### config.mk
export PLATFORM = sky130hd
export DESIGN_NAME = pwm_array
export DESIGN_NICKNAME = d
export VERILOG_FILES = /design/src/rtl/pwm_pkg.sv /design/src/rtl/pwm_lindiv.sv /design/src/rtl/pwm_clkgen.sv /design/src/rtl/pwm_chan.sv /design/src/rtl/pwm_array.sv
export SDC_FILE = /design/constraint.sdc
export NUM_CORES = 1
export LEC_CHECK = 0
export ABC_AREA = 1
export CORE_ASPECT_RATIO = 0.5
export CORE_UTILIZATION = 48
export DETAILED_ROUTE_END_ITERATION = 10
export DONT_BUFFER_PORTS = 1
export HOLD_SLACK_MARGIN = 0.08
export PLACE_DENSITY_LB_ADDON = 0.12
export SLEW_MARGIN = 20
export SYNTH_ARGS = -nofsm -noshare
export SYNTH_HDL_FRONTEND = slang
export SYNTH_SLANG_ARGS = --single-unit
### constraint.sdc
create_clock -name clk -period 4.05 [get_ports clk]
set_clock_uncertainty 0.15 [all_clocks]
set_input_delay 0.2025 -clock clk [delete_from_list [all_inputs] [get_ports clk]]
set_output_delay 0.2025 -clock clk [all_outputs]
set_load 0.01 [all_outputs]
### src/rtl/pwm_pkg.sv
`timescale 1ns/1ps
package pwm_pkg;
  // register addresses
  localparam int ADR_CLKCFG = 0;
  localparam int ADR_START  = 1;
  localparam int ADR_STOP   = 2;
  localparam int ADR_ACK    = 3;
  localparam int ADR_CHBASE = 4;   // mode at base+2i, update at base+2i+1

  // field positions
  localparam int POS_DIV_A  = 0;
  localparam int POS_TAP_A  = 8;
  localparam int POS_DIV_B  = 16;
  localparam int POS_TAP_B  = 24;
  localparam int TAP_W      = 4;
  localparam int POS_CENTER = 4;
  localparam int POS_INVERT = 5;

  typedef enum logic {ALIGN_EDGE = 1'b0, ALIGN_MID = 1'b1} align_e;

  // output level from comparison result and polarity
  function automatic logic drive_level(input logic running, input logic below,
                                       input logic invert);
    return running ? (below ^ invert) : invert;
  endfunction
endpackage

### src/rtl/pwm_lindiv.sv
`timescale 1ns/1ps
module pwm_lindiv #(
  parameter int PRE_TAPS = 11,
  parameter int DIV_W    = 8,
  parameter int TAP_W    = 4
) (
  input  logic                clk,
  input  logic                rst_n,
  input  logic [PRE_TAPS-1:0] taps,
  input  logic [TAP_W-1:0]    tap_sel,
  input  logic [DIV_W-1:0]    divisor,
  output logic                tick_o
);
  logic             src_tick;
  logic [DIV_W-1:0] cnt_q;
  logic             at_end;

  always_comb begin
    src_tick = 1'b0;
    for (int i = 0; i < PRE_TAPS; i++)
      if (tap_sel == TAP_W'(i)) src_tick = taps[i];
  end

  assign at_end = (cnt_q >= divisor - 1'b1);
  assign tick_o = src_tick && (divisor != '0) && at_end;

  always_ff @(posedge clk or negedge rst_n) begin
    if (!rst_n)                cnt_q <= '0;
    else if (divisor == '0)    cnt_q <= '0;
    else if (src_tick)         cnt_q <= at_end ? '0 : cnt_q + 1'b1;
  end

  AST_LIN_SPACED: assert property (@(posedge clk) disable iff (!rst_n)
    (tick_o && divisor > DIV_W'(1)) |=> !tick_o);
endmodule

### src/rtl/pwm_clkgen.sv
`timescale 1ns/1ps
module pwm_clkgen #(
  parameter int PRE_TAPS = 11,
  parameter int DIV_W    = 8,
  parameter int TAP_W    = 4,
  localparam int NUM_SRC = PRE_TAPS + 2
) (
  input  logic               clk,
  input  logic               rst_n,
  input  logic [DIV_W-1:0]   div_a,
  input  logic [TAP_W-1:0]   tap_a,
  input  logic [DIV_W-1:0]   div_b,
  input  logic [TAP_W-1:0]   tap_b,
  output logic [NUM_SRC-1:0] ticks
);
  logic [PRE_TAPS-2:0] pre_q;
  logic [PRE_TAPS-1:0] pre_tick;
  logic                lin_a, lin_b;

  always_ff @(posedge clk or negedge rst_n) begin
    if (!rst_n) pre_q <= '0;
    else        pre_q <= pre_q + 1'b1;
  end

  assign pre_tick[0] = 1'b1;
  for (genvar k = 1; k < PRE_TAPS; k++) begin : g_tap
    assign pre_tick[k] = &pre_q[k-1:0];
    AST_TAP_NESTED: assert property (@(posedge clk) disable iff (!rst_n)
      pre_tick[k] |-> pre_tick[k-1]);
    AST_TAP_SINGLE: assert property (@(posedge clk) disable iff (!rst_n)
      pre_tick[k] |=> !pre_tick[k]);
  end

  pwm_lindiv #(.PRE_TAPS(PRE_TAPS), .DIV_W(DIV_W), .TAP_W(TAP_W)) u_div_a (
    .clk(clk), .rst_n(rst_n), .taps(pre_tick), .tap_sel(tap_a),
    .divisor(div_a), .tick_o(lin_a));
  pwm_lindiv #(.PRE_TAPS(PRE_TAPS), .DIV_W(DIV_W), .TAP_W(TAP_W)) u_div_b (
    .clk(clk), .rst_n(rst_n), .taps(pre_tick), .tap_sel(tap_b),
    .divisor(div_b), .tick_o(lin_b));

  assign ticks = {lin_b, lin_a, pre_tick};
endmodule

### src/rtl/pwm_chan.sv
`timescale 1ns/1ps
module pwm_chan #(
  parameter int CNT_W   = 16,
  parameter int NUM_SRC = 13,
  parameter int SEL_W   = 4
) (
  input  logic               clk,
  input  logic               rst_n,
  input  logic [NUM_SRC-1:0] src_ticks,
  input  logic               start_cmd,
  input  logic               stop_cmd,
  input  logic               ack_cmd,
  input  logic               mode_we,
  input  logic [SEL_W-1:0]   mode_sel,
  input  logic               mode_center,
  input  logic               mode_invert,
  input  logic               upd_we,
  input  logic               upd_period,
  input  logic [CNT_W-1:0]   upd_val,
  output logic               pwm_o,
  output logic               irq_o,
  output logic               period_end_o
);
  import pwm_pkg::*;

  logic [SEL_W-1:0] sel_q;
  align_e           align_q;
  logic             inv_q, run_q, down_q, irq_q;
  logic [CNT_W-1:0] cnt_q, per_q, duty_q, per_shadow, duty_shadow;
  logic             per_pend, duty_pend;
  logic             rate_tick, adv;
  logic [CNT_W+1:0] nx;
  logic             nx_wrap, nx_down;
  logic [CNT_W-1:0] nx_cnt;

  // one counter step: returns {wrap, down, count}
  function automatic logic [CNT_W+1:0] step(input logic [CNT_W-1:0] c,
      input logic dn, input logic mid, input logic [CNT_W-1:0] p);
    logic [CNT_W-1:0] nc;
    logic nd, w;
    nc = c; nd = 1'b0; w = 1'b0;
    if (!mid) begin
      if (c >= p) begin nc = '0; w = 1'b1; end
      else nc = c + 1'b1;
    end else if (!dn) begin
      if (c >= p) begin
        if (c <= CNT_W'(1)) begin nc = '0; w = 1'b1; end
        else begin nc = c - 1'b1; nd = 1'b1; end
      end else nc = c + 1'b1;
    end else begin
      if (c <= CNT_W'(1)) begin nc = '0; w = 1'b1; end
      else begin nc = c - 1'b1; nd = 1'b1; end
    end
    return {w, nd, nc};
  endfunction

  always_comb begin
    rate_tick = 1'b0;
    for (int i = 0; i < NUM_SRC; i++)
      if (sel_q == SEL_W'(i)) rate_tick = src_ticks[i];
  end

  assign adv          = run_q && rate_tick;
  assign nx           = step(cnt_q, down_q, align_q == ALIGN_MID, per_q);
  assign nx_wrap      = nx[CNT_W+1];
  assign nx_down      = nx[CNT_W];
  assign nx_cnt       = nx[CNT_W-1:0];
  assign period_end_o = adv && nx_wrap;
  assign pwm_o        = drive_level(run_q, cnt_q < duty_q, inv_q);
  assign irq_o        = irq_q;

  always_ff @(posedge clk or negedge rst_n) begin
    if (!rst_n) begin
      sel_q <= '0; align_q <= ALIGN_EDGE; inv_q <= 1'b0;
    end else if (mode_we) begin
      sel_q <= mode_sel; inv_q <= mode_invert;
      align_q <= mode_center ? ALIGN_MID : ALIGN_EDGE;
    end
  end

  always_ff @(posedge clk or negedge rst_n) begin
    if (!rst_n) begin
      run_q <= 1'b0; cnt_q <= '0; down_q <= 1'b0;
    end else if (start_cmd) begin
      run_q <= 1'b1; cnt_q <= '0; down_q <= 1'b0;
    end else if (stop_cmd) begin
      run_q <= 1'b0; cnt_q <= '0; down_q <= 1'b0;
    end else if (adv) begin
      cnt_q <= nx_cnt; down_q <= nx_down;
    end
  end

  always_ff @(posedge clk or negedge rst_n) begin
    if (!rst_n) begin
      per_q <= '0; duty_q <= '0; per_shadow <= '0; duty_shadow <= '0;
      per_pend <= 1'b0; duty_pend <= 1'b0;
    end else begin
      if (period_end_o) begin
        if (per_pend)  per_q  <= per_shadow;
        if (duty_pend) duty_q <= duty_shadow;
        per_pend <= 1'b0; duty_pend <= 1'b0;
      end
      if (upd_we && !run_q) begin
        if (upd_period) per_q <= upd_val;
        else            duty_q <= upd_val;
      end else if (upd_we) begin
        if (upd_period) begin per_shadow <= upd_val; per_pend <= 1'b1; end
        else begin duty_shadow <= upd_val; duty_pend <= 1'b1; end
      end
    end
  end

  always_ff @(posedge clk or negedge rst_n) begin
    if (!rst_n)            irq_q <= 1'b0;
    else if (period_end_o) irq_q <= 1'b1;
    else if (ack_cmd)      irq_q <= 1'b0;
  end

  AST_CNT_IN_RANGE: assert property (@(posedge clk) disable iff (!rst_n)
    run_q |-> cnt_q <= per_q);
  AST_DOWN_NONZERO: assert property (@(posedge clk) disable iff (!rst_n)
    down_q |-> cnt_q != '0);
  AST_STOPPED_IDLE: assert property (@(posedge clk) disable iff (!rst_n)
    !run_q |-> (cnt_q == '0 && pwm_o == inv_q));
  AST_ACTIVE_HELD: assert property (@(posedge clk) disable iff (!rst_n)
    (run_q && !period_end_o) |=> ($stable(per_q) && $stable(duty_q)));
  AST_FLAG_SET: assert property (@(posedge clk) disable iff (!rst_n)
    period_end_o |=> irq_o);
endmodule

### src/rtl/pwm_array.sv
`timescale 1ns/1ps
module pwm_array #(
  parameter int N_CH     = 4,
  parameter int CNT_W    = 16,
  parameter int PRE_TAPS = 11,
  parameter int DIV_W    = 8,
  parameter int ADDR_W   = 5,
  parameter int DATA_W   = 32
) (
  input  logic              clk,
  input  logic              rst_n,
  input  logic              wr_en,
  input  logic [ADDR_W-1:0] wr_addr,
  input  logic [DATA_W-1:0] wr_data,
  output logic [N_CH-1:0]   pwm_o,
  output logic [N_CH-1:0]   irq_o
);
  import pwm_pkg::*;

  localparam int NUM_SRC = PRE_TAPS + 2;
  localparam int SEL_W   = $clog2(NUM_SRC);

  logic [DIV_W-1:0]   div_a_q, div_b_q;
  logic [TAP_W-1:0]   tap_a_q, tap_b_q;
  logic [NUM_SRC-1:0] ticks;
  logic [N_CH-1:0]    period_end;
  logic               wr_start, wr_stop, wr_ack;

  assign wr_start = wr_en && wr_addr == ADDR_W'(ADR_START);
  assign wr_stop  = wr_en && wr_addr == ADDR_W'(ADR_STOP);
  assign wr_ack   = wr_en && wr_addr == ADDR_W'(ADR_ACK);

  always_ff @(posedge clk or negedge rst_n) begin
    if (!rst_n) begin
      div_a_q <= '0; tap_a_q <= '0; div_b_q <= '0; tap_b_q <= '0;
    end else if (wr_en && wr_addr == ADDR_W'(ADR_CLKCFG)) begin
      div_a_q <= wr_data[POS_DIV_A +: DIV_W];
      tap_a_q <= wr_data[POS_TAP_A +: TAP_W];
      div_b_q <= wr_data[POS_DIV_B +: DIV_W];
      tap_b_q <= wr_data[POS_TAP_B +: TAP_W];
    end
  end

  pwm_clkgen #(.PRE_TAPS(PRE_TAPS), .DIV_W(DIV_W), .TAP_W(TAP_W)) u_clkgen (
    .clk(clk), .rst_n(rst_n), .div_a(div_a_q), .tap_a(tap_a_q),
    .div_b(div_b_q), .tap_b(tap_b_q), .ticks(ticks));

  for (genvar i = 0; i < N_CH; i++) begin : g_ch
    logic mode_hit, upd_hit;
    assign mode_hit = wr_en && wr_addr == ADDR_W'(ADR_CHBASE + 2*i);
    assign upd_hit  = wr_en && wr_addr == ADDR_W'(ADR_CHBASE + 2*i + 1);

    pwm_chan #(.CNT_W(CNT_W), .NUM_SRC(NUM_SRC), .SEL_W(SEL_W)) u_chan (
      .clk(clk), .rst_n(rst_n), .src_ticks(ticks),
      .start_cmd(wr_start && wr_data[i]),
      .stop_cmd(wr_stop && wr_data[i]),
      .ack_cmd(wr_ack && wr_data[i]),
      .mode_we(mode_hit),
      .mode_sel(wr_data[SEL_W-1:0]),
      .mode_center(wr_data[POS_CENTER]),
      .mode_invert(wr_data[POS_INVERT]),
      .upd_we(upd_hit),
      .upd_period(wr_data[CNT_W]),
      .upd_val(wr_data[CNT_W-1:0]),
      .pwm_o(pwm_o[i]),
      .irq_o(irq_o[i]),
      .period_end_o(period_end[i]));
  end

  AST_RESET_QUIET: assert property (@(posedge clk) disable iff (!rst_n)
    $rose(rst_n) |-> (irq_o == '0));
  AST_FLAG_NEEDS_END: assert property (@(posedge clk) disable iff (!rst_n)
    ($rose(irq_o[0]) |-> $past(period_end[0])));
endmodule

Word-level counts from Yosys, hierarchy flattened
Cells that the tools add are included.
- muxes and demuxes: 245
- magnitude comparators: 14
- bitwise logic cells: 9
- reduce and logical (&&, ||, !) cells: 86
- add/sub/neg operators: 13
- equal/unequal tests: 79
- operators by type and width (cell ; number):
    $mux W16 ; 64
    $mux W1 ; 175
    $eq A4 B4 Y1 const B ; 26
    $eq A4 B3 Y1 const B ; 24
    $add A16 B1 Y16 const B ; 4
    $ge A16 B16 Y1 ; 4
    $le A16 B1 Y1 const B ; 4
    $lt A16 B16 Y1 ; 4
    $sub A16 B1 Y16 const B ; 4
    $eq A4 B2 Y1 const B ; 12
    $mux W8 ; 6
    $logic_and A1 B1 Y1 ; 40
    $reduce_and A3 Y1 ; 9
    $eq A4 B1 Y1 const B ; 6
    $logic_not A4 Y1 ; 6
    $eq A5 B3 Y1 const B ; 4
    $eq A5 B4 Y1 const B ; 4
    $reduce_bool A2 Y1 ; 10
    $add A8 B1 Y8 const B ; 2
    $ge A8 B8 Y1 ; 2
    $logic_not A8 Y1 ; 2
    $reduce_bool A8 Y1 ; 2
    $sub A8 B1 Y8 const B ; 2
    $reduce_bool A3 Y1 ; 4
    other kinds (15) ; 26
- word-level logic and storage cells: 505
- output and inout port bits: 8
- register bits after elaboration: 414
- input bits: 40

Logic depth before layout (Yosys ltp)
- depth after elaboration: 22
- depth in mapped cells: 22
- depth with buffers taken out: 21

Cells and area by module
From an unflattened synthesis, not the netlist that was laid out.
- cells, all modules: 4014
- area, all modules: 28142.0 sq um
- modules (own cells, without submodules) (module ; seq. area each (sq um) ; area each (sq um) ; times used ; cells an instance):
    pwm_chan (g_ch[1].u_chan ...) ; 2277.2 ; 6100.9 ; 2 ; 874
    pwm_chan (g_ch[3].u_chan) ; 2277.2 ; 6144.6 ; 1 ; 882
    pwm_chan (g_ch[0].u_chan) ; 2277.2 ; 6084.6 ; 1 ; 873
    pwm_array ; 600.6 ; 1163.6 ; 1 ; 147
    pwm_lindiv (u_clkgen.u_div_b) ; 200.2 ; 1026.0 ; 1 ; 156
    pwm_lindiv (u_clkgen.u_div_a) ; 200.2 ; 1022.2 ; 1 ; 154
    pwm_clkgen ; 250.2 ; 499.2 ; 1 ; 54

Least setup slack after synthesis
OpenSTA, ideal clock, no wires.
- path type: reg2reg
- start point: reg div_a_q[2]
- end point: reg g_ch[0].u_chan.duty_q[10]
- data required time: 3.787 ns
- clock period less this slack: 2.986 ns
- arrival: 2.723 ns
- slack: 1.064 ns
- library setup time: 0.113 ns
- buffers on the path: 1
- stages on the path, launching flop included: 19
- cells stage by stage: dfrtp_1 > nor2_1 > nand2_1 > or3_1 > nor2_1 > xor2_1 > ha_1 > nand2_1 > nor2_1 > nand4_1 > nand3_1 > nand4_2 > a21oi_4 > nand3_4 > buf_2 > nand2_1 > nand3_1 > nand2_1 > inv_1
- word-level cells in the longest chain between the ends: 10
- elaborated cells between the ends (all ways): 12
- classes of those cells: add/sub: 1; order compare: 1; mux: 5; reduce/logical: 5
- RTL lines (what ; line ; text):
    start: declaration ; pwm_array.sv:23 ; logic [DIV_W-1:0] div_a_q, div_b_q;
    start signal: assignment ; pwm_array.sv:37 ; div_a_q <= wr_data[POS_DIV_A +: DIV_W];
    $sub A8 B1 Y8 or $reduce_bool A8 Y1 (tied branches) ; pwm_lindiv.sv:24, pwm_lindiv.sv:25 ;
    $ge A8 B8 Y1 or $logic_and A1 B1 Y1 (tied branches) ; pwm_lindiv.sv:24, pwm_lindiv.sv:25 ;
    $logic_and A1 B1 Y1 (*) ; pwm_lindiv.sv:25 ; assign tick_o = src_tick && (divisor != '0) && at_end;
    $mux W1 (*) (2 in a row) ; pwm_chan.sv:60 ; if (sel_q == SEL_W'(i)) rate_tick = src_ticks[i];
    $logic_and A1 B1 Y1 (*) ; pwm_chan.sv:63 ; assign adv = run_q && rate_tick;
    $logic_and A1 B1 Y1 (*) ; pwm_chan.sv:68 ; assign period_end_o = adv && nx_wrap;
    $mux W16 (*) ; pwm_chan.sv:98 ; if (period_end_o) begin
    $mux W16 ; pwm_chan.sv:104 ; if (upd_period) per_q <= upd_val;
    $mux W16 (*) ; pwm_chan.sv:103 ; if (upd_we && !run_q) begin
    end signal: assignment ; pwm_chan.sv:100 ; if (duty_pend) duty_q <= duty_shadow;
    end signal: assignment ; pwm_chan.sv:105 ; else duty_q <= upd_val;
    end: declaration ; pwm_chan.sv:29 ; logic [CNT_W-1:0] cnt_q, per_q, duty_q, per_shadow, duty_shadow;
Every way passes the cells marked *; elsewhere a longest branch is shown, timed or not.
A chain may end at the register's enable or synchronous reset.

Worst setup path after layout
- start point: reg div_a_q[2]
- end point: reg g_ch[3].u_chan.cnt_q[13]
- word-level cells in the longest chain between the ends: 7
- elaborated cells between the ends (all ways): 9
- classes of those cells: add/sub: 1; order compare: 1; mux: 2; reduce/logical: 5
- RTL lines (what ; line ; text):
    $sub A8 B1 Y8 or $reduce_bool A8 Y1 (tied branches) ; pwm_lindiv.sv:24, pwm_lindiv.sv:25 ;
    $ge A8 B8 Y1 or $logic_and A1 B1 Y1 (tied branches) ; pwm_lindiv.sv:24, pwm_lindiv.sv:25 ;
    $logic_and A1 B1 Y1 (*) ; pwm_lindiv.sv:25 ;
    $mux W1 (*) (2 in a row) ; pwm_chan.sv:60 ;
    $logic_and A1 B1 Y1 (*) ; pwm_chan.sv:63 ;
    $reduce_bool A3 Y1 (no line) (*) ; n/a ;
    end signal: assignment ; pwm_chan.sv:89 ; cnt_q <= nx_cnt; down_q <= nx_down;
    end: declaration ; pwm_chan.sv:29 ;
Marked as above.

==> metrics.txt <==
status=finished, violations left; failing checks=hold timing; placed cell area=0.0279 mm2; RR Startpoint=div_a_q[2]$_DFFE_PN0P_; share of cells above drive strength 1=0.0531; number of global-route vias before repair=23200; Post-Syn Area=roughly 0.027 mm2; drt pass-1 iters=5; 1st-iter DRT viols=2223; width of the chip=~340 um; hold-fix buffers at CTS=33; DR vias=~25000; htree depth=2; wire length per cell after detailed routing=17.5 um; io pins=48; Std-Cell Rows=61; Crit Path Category=reg2reg; register area share after synthesis=0.382; CTS tree=done; Static Leak=about 15 nW; Worst Path Max Fanout=21; Area Growth Syn to Fin=9.36%; fin cells=between 4000 and 5000; Synth warnings=0; first-pass GRT wire length=between 100000 and 150000 um; Max Root-Sink Buffers=3; critical path launch point=div_a_q[2]$_DFFE_PN0P_; Syn Area/Cell=7.17 um2; Hold Worst Slack=-0.831 ns; Final Critical Period=roughly 3.7 ns; Inserted Clock Buffers=42; Finished Cell Area=0.0297 mm2; ANT nets after route=0; WL final=~80000 um; largest net degree at the start of global routing=about 420; Post-route DRC=0; CTS root buf=clkbuf_16; syn nets=between 3000 and 4000; Reg clk slew, reported paths=0.07 ns; Slew Limit Fails=0; final hold viol count=414; CP arrival=between 3 and 4 ns; Synth area leader=dfrtp_1; Worst Hold Class=in2async; CTS Sinks=414; Tot GR Track Use=0.278; CP required=4.37 ns; flops & latches, synth=414; post-DP HPWL=52900 um; final net count=a little under 4000; post-CTS setup buffer count=0; post-synth top area share=0.382; total global routing overflow=0; worst-case vdd ir drop=0.340 mV; CORE AREA=around 0.056 mm2; Worst-Skew Late Latency=0.58 ns; die area=between 0.05 and 0.06 mm2; Worst Setup End Kind=flip-flop; CP startpoint kind=flip-flop; top cells by area, synth=dfrtp_1 38%, nand2_1 16%, ha_1 7.4%; Initial Util=0.487; Slew Limit Headroom=0.0398; MaxCap Viol Count=0; vias per inst=between 5 and 6; die height=about 170 um; count of cell types in the netlist=57; PD cells=approximately 660 mW/mm2; RSZ-0062 raised after global routing=false; initial antenna violation count=1; filler instances=roughly 5400; Port Buffers=0; Final Cycle Share=0.903; Setup TNS=0 ns; cell count after placement=4436; Achievable Freq=between 200 and 300 MHz; Mapped Cells=between 3000 and 4000; placer congestion estimate=slightly above 0.9; Final setup viols=0; worst-margin pin slew=roughly 1.4 ns
==> through the flow <==
stage               utilization  power, mW  setup WS (ns)
CTS                       0.532       19.6          0.305
floorplan                     -       12.8           1.06
global route              0.533       21.3         0.0260
global placement          0.501       15.1          0.330
detailed placement        0.501       15.3          0.344
finish                    0.533       19.6          0.391
==> state kept, by name, indices dropped and copies added, names as in the netlist, 8 cells and up <==
name / cells
g_ch.u_chan.cnt_q: 64
g_ch.u_chan.duty_q: 64
g_ch.u_chan.duty_shadow: 64
g_ch.u_chan.per_q: 64
g_ch.u_chan.per_shadow: 64
g_ch.u_chan.sel_q: 16
u_clkgen.pre_q: 10
div_a_q: 8
div_b_q: 8
u_clkgen.u_div_a.cnt_q: 8
u_clkgen.u_div_b.cnt_q: 8
==> layer usage <==
metal  track usage  wire [um]
met5             0          0
met3        0.0370       4490
met1         0.400      38200
met2         0.441      35000
met4        0.0694       1690
==> area by class of cell <==
| type | instances | area (um2) | share of cell area |
|---|---|---|---|
| Antenna cell | 1 | 2.50 | 0.0000843 |
| Clock buffer | 60 | 1270 | 0.0429 |
| Clock inverter | 13 | 165 | 0.00556 |
| Inverter | 499 | 1870 | 0.0631 |
| Multi-Input combinational cell | 2694 | 14200 | 0.478 |
| Sequential cell | 414 | 10400 | 0.349 |
| Tap cell | 756 | 946 | 0.0319 |
| Timing Repair Buffer | 106 | 891 | 0.0300 |
==> where the power goes <==
group          switching, mW  total, mW  internal, mW  leakage [nW]
Sequential              1.06       6.15          5.08          5.31
Clock                   1.74       4.17          2.43         0.718
Combinational           6.04       9.25          3.21          8.99
==> worst paths after layout <==
| kind | slack, ns | depth (start not counted) | to |
|---|---|---|---|
| min in group clk | 0.04 | 2 | g_ch[2].u_chan.per_pend$_DFF_PN0_ |
| worst min register to register | 0.32 | 1 | u_clkgen.pre_q[9]$_DFF_PN0_ |
| worst max-delay path | 0.39 | 17 | g_ch[3].u_chan.cnt_q[13]$_DFFE_PN0P_ |
| worst min-delay path | -0.83 | 0 | u_clkgen.u_div_b.cnt_q[1]$_DFFE_PN0P_ |
| worst max register to register | 0.39 | 17 | g_ch[3].u_chan.cnt_q[13]$_DFFE_PN0P_ |
| max in group asynchronous | 3.40 | 0 | g_ch[0].u_chan.duty_q[6]$_DFF_PN0_ |
==> cell usage in the layout, fill, tap and decap left out, drive strengths merged, types with 89 or more instances in the layout <==
cell type  synthesis  routed
a21oi            109     109
o21ai            413     413
ha               160     160
nor2             190     190
dfrtp            414     414
nand2           1128    1128
inv              498     497
nand3            230     230
xor2              89      89
nand4            187     187
==> worst max-delay path, cell delays in order, from the launching register on <==
cell	delay (ns)
dfrtp_1	0.41
nor2_1	0.10
nand2_1	0.08
or3_1	0.35
nor2_1	0.13
xor2_1	0.08
ha_1	0.30
nand2_1	0.08
nor2_1	0.14
nand4_1	0.09
nand3_1	0.27
nand4_1	0.34
a21oi_4	0.31
nand2_1	0.21
nand2_1	0.16
buf_12	0.16
nand3_1	0.08
o21a_1	0.11
==> cell usage after synthesis, drive strengths merged <==
| library cell | n |
|---|---|
| a2111oi | 1 |
| a211o | 2 |
| a211oi | 3 |
| a21boi | 6 |
| a21o | 1 |
| a21oi | 109 |
| a221oi | 1 |
| a22oi | 3 |
| a2bb2oi | 1 |
| a31o | 1 |
| a31oi | 4 |
| and2 | 1 |
| and3 | 3 |
| buf | 55 |
| clkbuf | 125 |
| clkinv | 1 |
| dfrtp | 414 |
| ha | 160 |
| inv | 498 |
| mux2 | 10 |
| mux2i | 1 |
| nand2 | 1128 |
| nand3 | 230 |
| nand3b | 13 |
| nand4 | 187 |
| nor2 | 190 |
| nor3 | 56 |
| nor3b | 1 |
| nor4 | 7 |
| o2111ai | 3 |
| o211ai | 7 |
| o21a | 10 |
| o21ai | 413 |
| o21bai | 3 |
| o221ai | 1 |
| o22ai | 22 |
| o31ai | 1 |
| o32ai | 2 |
| or2 | 4 |
| or3 | 1 |
| xnor2 | 19 |
| xor2 | 89 |
==> logic make-up after synthesis <==
| kind of cell | count (synthesis) | share of synthesized area |
|---|---|---|
| AND/OR/NAND/NOR | 1821 | 0.291 |
| buffers and inverters | 679 | 0.0973 |
| AO/OA/AOI/OAI | 594 | 0.117 |
| flip-flops | 414 | 0.382 |
| adder cells (fa/ha/maj) | 160 | 0.0737 |
| XOR/XNOR | 108 | 0.0348 |
| multiplexers | 11 | 0.00452 |
==> what timing repair did <==
action	in CTS	in global routing
setup endpoints to repair	0	4
endpoints found under the hold margin	620	414
resized for setup	0	1
Power figures use the tool's default switching activity.
